File: src/rtl/dma_arb_pkg.sv
package dma_arb_pkg;
  typedef enum logic {
    SLOT_CPU = 1'b0,
    SLOT_DMA = 1'b1
  } slot_e;
endpackage

File: src/rtl/dma_arb_pick.sv
// Combinational choice: lowest-numbered eligible channel that was not served
// last; falls back to the last-served channel when it is the only one left.
module dma_arb_pick #(
  parameter int N_CH = 4
) (
  input  logic [N_CH-1:0] elig,
  input  logic [N_CH-1:0] last,
  output logic [N_CH-1:0] pick,
  output logic            any
);
  localparam logic [N_CH-1:0] ONE = 1;

  logic [N_CH-1:0] others;
  logic [N_CH-1:0] base;

  always_comb begin
    others = elig & ~last;
    base   = (|others) ? others : elig;
    pick   = base & (~base + ONE);
    any    = |elig;
  end

  always_comb begin
    assert_pick_in_elig_R3: assert ((pick & ~elig) == '0)
      else $error("pick outside eligible set");
    assert_pick_onehot_R3: assert ($onehot0(pick) && ((pick != '0) == any))
      else $error("pick not one-hot");
    if ((elig & ~last) != '0)
      assert_avoid_last_R8: assert ((pick & last) == '0)
        else $error("last-served channel picked while another waits");
  end
endmodule

File: src/rtl/dma_arb_mask.sv
// Terminal-count mask: set on completion with tc, cleared by re-arm.
module dma_arb_mask #(
  parameter int N_CH = 4
) (
  input  logic            clk,
  input  logic            rst_n,
  input  logic [N_CH-1:0] set_hit,
  input  logic [N_CH-1:0] rearm,
  output logic [N_CH-1:0] mask
);
  always_ff @(posedge clk) begin
    if (!rst_n) mask <= '0;
    else        mask <= (mask & ~rearm) | set_hit;
  end

  assert_tc_masks_R9: assert property (@(posedge clk) disable iff (!rst_n)
    (set_hit != '0) |=> ((mask & $past(set_hit)) == $past(set_hit)))
    else $error("terminal count did not mask channel");

  assert_rearm_clears_R10: assert property (@(posedge clk) disable iff (!rst_n)
    ((rearm & ~set_hit) != '0) |=> ((mask & $past(rearm & ~set_hit)) == '0))
    else $error("re-arm did not clear mask");
endmodule

File: src/rtl/dma_arb_slot.sv
// Slot sequencer: CPU slot (arbitrate) -> DMA slot (hold) -> CPU slot.
module dma_arb_slot
  import dma_arb_pkg::*;
#(
  parameter int N_CH = 4
) (
  input  logic            clk,
  input  logic            rst_n,
  input  logic [N_CH-1:0] pick,
  input  logic            any,
  input  logic            xfer_done,
  output logic [N_CH-1:0] grant,
  output logic [N_CH-1:0] last,
  output logic            cpu_owns
);
  slot_e slot;

  always_ff @(posedge clk) begin
    if (!rst_n) begin
      slot  <= SLOT_CPU;
      grant <= '0;
      last  <= '0;
    end else begin
      unique case (slot)
        SLOT_CPU: if (any) begin
          grant <= pick;
          slot  <= SLOT_DMA;
        end
        SLOT_DMA: if (xfer_done) begin
          last  <= grant;
          grant <= '0;
          slot  <= SLOT_CPU;
        end
        default: slot <= SLOT_CPU;
      endcase
    end
  end

  assign cpu_owns = (slot == SLOT_CPU);

  assert_grant_shape_R3: assert property (@(posedge clk) disable iff (!rst_n)
    cpu_owns ? (grant == '0) : ($countones(grant) == 1))
    else $error("grant shape wrong for slot");

  assert_grant_hold_R4: assert property (@(posedge clk) disable iff (!rst_n)
    ((grant != '0) && !xfer_done) |=> (grant == $past(grant)))
    else $error("grant changed before transfer done");

  assert_release_R5: assert property (@(posedge clk) disable iff (!rst_n)
    ((grant != '0) && xfer_done) |=> (cpu_owns && grant == '0))
    else $error("bus not returned to CPU after transfer");

  assert_idle_R2: assert property (@(posedge clk) disable iff (!rst_n)
    (cpu_owns && !any) |=> cpu_owns)
    else $error("DMA slot started without a request");
endmodule

File: src/rtl/dma_single_arb.sv
module dma_single_arb #(
  parameter int N_CH = 4
) (
  input  logic            clk,
  input  logic            rst_n,
  input  logic [N_CH-1:0] req,
  input  logic            xfer_done,
  input  logic [N_CH-1:0] tc,
  input  logic [N_CH-1:0] rearm,
  output logic [N_CH-1:0] grant,
  output logic            cpu_owns
);
  logic [N_CH-1:0] mask;
  logic [N_CH-1:0] elig;
  logic [N_CH-1:0] last;
  logic [N_CH-1:0] pick;
  logic [N_CH-1:0] tc_hit;
  logic            any;

  assign elig   = req & ~mask;
  assign tc_hit = {N_CH{xfer_done}} & grant & tc;

  dma_arb_mask #(.N_CH(N_CH)) u_mask (
    .clk(clk), .rst_n(rst_n), .set_hit(tc_hit), .rearm(rearm), .mask(mask)
  );

  dma_arb_pick #(.N_CH(N_CH)) u_pick (
    .elig(elig), .last(last), .pick(pick), .any(any)
  );

  dma_arb_slot #(.N_CH(N_CH)) u_slot (
    .clk(clk), .rst_n(rst_n), .pick(pick), .any(any), .xfer_done(xfer_done),
    .grant(grant), .last(last), .cpu_owns(cpu_owns)
  );

  assert_tc_stray_R12: assert property (@(posedge clk) disable iff (!rst_n)
    (cpu_owns && (tc != '0)) |=> ($past(mask) == (mask | $past(rearm))) || (mask == ($past(mask) & ~$past(rearm))))
    else $error("stray terminal count changed mask");
endmodule

File: config.mk
export PLATFORM = sky130hd
export DESIGN_NAME = dma_single_arb
export DESIGN_NICKNAME = d
export VERILOG_FILES = /design/src/rtl/dma_arb_pkg.sv /design/src/rtl/dma_arb_pick.sv /design/src/rtl/dma_arb_mask.sv /design/src/rtl/dma_arb_slot.sv /design/src/rtl/dma_single_arb.sv
export SDC_FILE = /design/constraint.sdc
export NUM_CORES = 1
export LEC_CHECK = 0
export ABC_AREA = 1
export BUFFER_PORTS_ARGS = -buffer_cell sky130_fd_sc_hd__buf_2
export CORE_MARGIN = 1
export CORE_UTILIZATION = 52
export CTS_BUF_LIST = sky130_fd_sc_hd__clkbuf_16
export CTS_CLUSTER_SIZE = 24
export DETAILED_ROUTE_END_ITERATION = 8
export PLACE_DENSITY = 0.8
export SLEW_MARGIN = 20
export SYNTH_ARGS = -nofsm -noshare
export SYNTH_HDL_FRONTEND = slang
export SYNTH_SLANG_ARGS = --single-unit
File: constraint.sdc
create_clock -name clk -period 2.01 [get_ports clk]
set_clock_uncertainty 0.05 [all_clocks]
set_input_delay 0.201 -clock clk [delete_from_list [all_inputs] [get_ports clk]]
set_output_delay 0.201 -clock clk [all_outputs]
set_load 0.005 [all_outputs]
==> impl_results.md <==
- Antenna Cells: 0
- Category of the worst setup path launch point: flip-flop
- DR WL/cell: 11.6 um
- Core Footprint: 1160 um^2
- Leading cell type in the layout, fill and taps excluded: nand2_1
- Overflow left after global routing: 0
- Synth Register Bits: 13
- Starting utilization of the core area: 0.583
- Setup repair after global routing missed its margin: false
- Worst setup path class: reg -> reg
- Yosys top cell area share: 0.386
- Required time at the worst-slack endpoint: 2.08 ns
- F_max: 0.769 GHz
- Vias post-DR: 682
- Max-capacitance violation count: 0
- Number of endpoints failing setup at the final stage: 0
- Top-Level Pins: 20
- Type of the worst min-delay path: in -> reg
- Number of synthesis warnings: 0
- DRC violation count after routing: 0
- Power per cell area: 857 nW/um^2
- Fillers: 97
- Maximum resistive drop on vdd: 0.673 mV
- Mux cell area share after synthesis: 0
- Maximum number of pins on one net before global-route repair: 9
- Total die area: 1440 um^2
- Number of H-tree levels: 1
- Layout overhead on the synthesized area: 28.4%
- FP Rows: 12
- Leading cell types in the layout, fill and taps excluded: 21 x nand2_1, 19 x buf_2, 14 x inv_1
- Net count reported at finish: 135
- Util after Layout: 0.749
- Cell internal pwr: 0.000571 W
- Placed wire-length estimate after detailed placement: 1.17 mm
- First-iteration detailed-routing DRC count: 21
- CTS max path bufs: 2
- Worst Path Arrival: 1.37 ns
- Adder and majority gate portion of the synthesized area: 0
- Share of post-route cells with drive strength above 1: 0.319
- Buffer type at the clock tree root: clkbuf_16
- Comb pwr share: 0.135
- DIE HEIGHT: 38.0 um
- Clock slew at reported path FFs: 0.04 ns
- Antenna violations before repair: 0
- Final Max Slew Viols: 0
- Psw: 0.000171 W
- Cts-stage hold buffer count: 0
- Count of input and output buffers: 19
- Biggest fanout along the worst timing path: 7
- Minimum clock period after layout: 1.30 ns
- Lkg Pwr: 0.424 nW
- Number of standard cells after synthesis: 96
- Wire length of the first global-routing pass: 2.59 mm
- Via count of the first global-routing pass: 657
- Final antenna-violating net count: 0
- Clock latency on the worst-skew pair: 0.24 ns
- Switching part of the total power: 0.231
- Portion of the clock cycle consumed by the worst path in the final layout: 0.647
- Vias per cell: 5.13
- Relative contribution of sequential cells to total power: 0.376
- Count of buffers added by post-CTS timing repair for setup: 0
- Largest area contributor in the synthesized netlist: dfxtp_1
- CTS tree: done
- Simple-Gate Fraction of Synth Area: 0.367
- Post-Syn Area per Cell: 7.02 um^2
- DIE WIDTH: 38.0 um
- Total clock sinks: 13
- Global-route usage over all layers: 0.263
- Dominant combinational cell family by area after synthesis: simple AND/OR/NAND/NOR gates
- Cell types with the largest area share after synthesis: dfxtp_1 39%, nand2_1 12%, inv_1 7.2%
- Count of instances resized after the clock tree is built: 0
- Internal reg-to-reg setup slack: 0.71 ns
- Slew at the pin closest to its max-slew limit: 0.263 ns
- Total negative setup slack: 0 ns
- Clk pwr share: 0.489
- Synthesized-area fraction occupied by ao, oa, aoi and oai cells: 0.141
- Xor and xnor area share after synthesis: 0
- Total detailed-routing wirelength: 1.54 mm
- Netlist area before placement: 674 um^2
- Net Count, Synth: 111
- Distinct cell type count of the synthesized netlist: 18
- Sequential fraction of the synthesis area: 0.386
- Crit. End Element: flip-flop
- Slew margin rel.: 0.824
- GPL Wtd Cong: 0.915
- Hold Violations, Final: 0
- CTS Buf Count: 3
- Pre-antenna DRT Iters: 4
- Outcome: finished, final reports clean
power by group through the flow:
stage | sequential [W] | clock, W | combinational, W
after floorplan | 0.000282 | 0 | 0.0000633
after global placement | 0.000282 | 0 | 0.0000969
after detailed placement | 0.000283 | 0 | 0.0000987
after CTS | 0.000278 | 0.000369 | 0.000101
after global routing | 0.000279 | 0.000384 | 0.000113
final | 0.000279 | 0.000363 | 0.000100
synth_stat cells:
cell     count
inv_2        6
o32ai_1      2
o21ai_1      2
a21oi_1      8
nand2_1     21
nor2_1       8
nand3_4      1
nand4_1      1
or2_2        2
nand2_4      1
nor2_4       3
nand3_2      1
dfxtp_1     13
o22ai_1      2
nand2_2      2
nand3_1      7
o21ai_0      3
inv_1       13
layout make-up:
class,instances,area (um^2),area share
Clock buffer,3,75.1,0.0867
Clock inverter,1,3.75,0.00434
Inverter,19,71.3,0.0824
Multi-Input combinational cell,64,343,0.396
Sequential cell,13,260,0.301
Tap cell,14,17.5,0.0202
Timing Repair Buffer,19,95.1,0.110
cell families after synthesis:
kind of cell           count (synthesis)
and+or+nand+nor                       47
buffers and inverters                 19
AOI/OAI and AO/OA                     17
DFF                                   13
final timing paths:
kind	start	end	cells after the start
min reg2reg	u_slot.last[2]	u_slot.last[2]	2
max	u_slot.slot	u_slot.grant[2]	5
max reg2reg	u_slot.slot	u_slot.grant[2]	5
min	rearm[2]	u_mask.mask[2]	2
state kept, by name, summed over array words and instances (netlist names):
name,flops
u_slot.last,4
u_slot.grant,4
u_slot.slot,1
u_mask.mask,4
metrics by stage:
stage	total power [W]	cells	cell area, um^2	setup slack (ns)	hold slack (ns)
final	0.000742	133	866	0.709	0.119
after global routing	0.000777	133	866	0.623	0.110
after CTS	0.000748	133	866	0.732	0.117
after detailed placement	0.000381	129	787	0.755	0.366
after global placement	0.000379	129	787	0.780	0.363
after floorplan	0.000345	96	674	0.907	0.272
worst max-delay path, stage by stage, from the launching register on:
cell and delay, ns:
dfxtp_1 0.45, nand2_1 0.21, o21ai_1 0.21, nor2_1 0.11, nor2_1 0.11, nor2_1 0.05
per-layer routing:
metal,vias up,share of wire,track usage
li1,354,-,-
met3,9,0.043,0.0581
met5,-,0,0
met2,22,0.48,0.414
met1,297,0.44,0.314
met4,0,0.040,0.188
No activity file was read; power rests on OpenSTA's default activity.
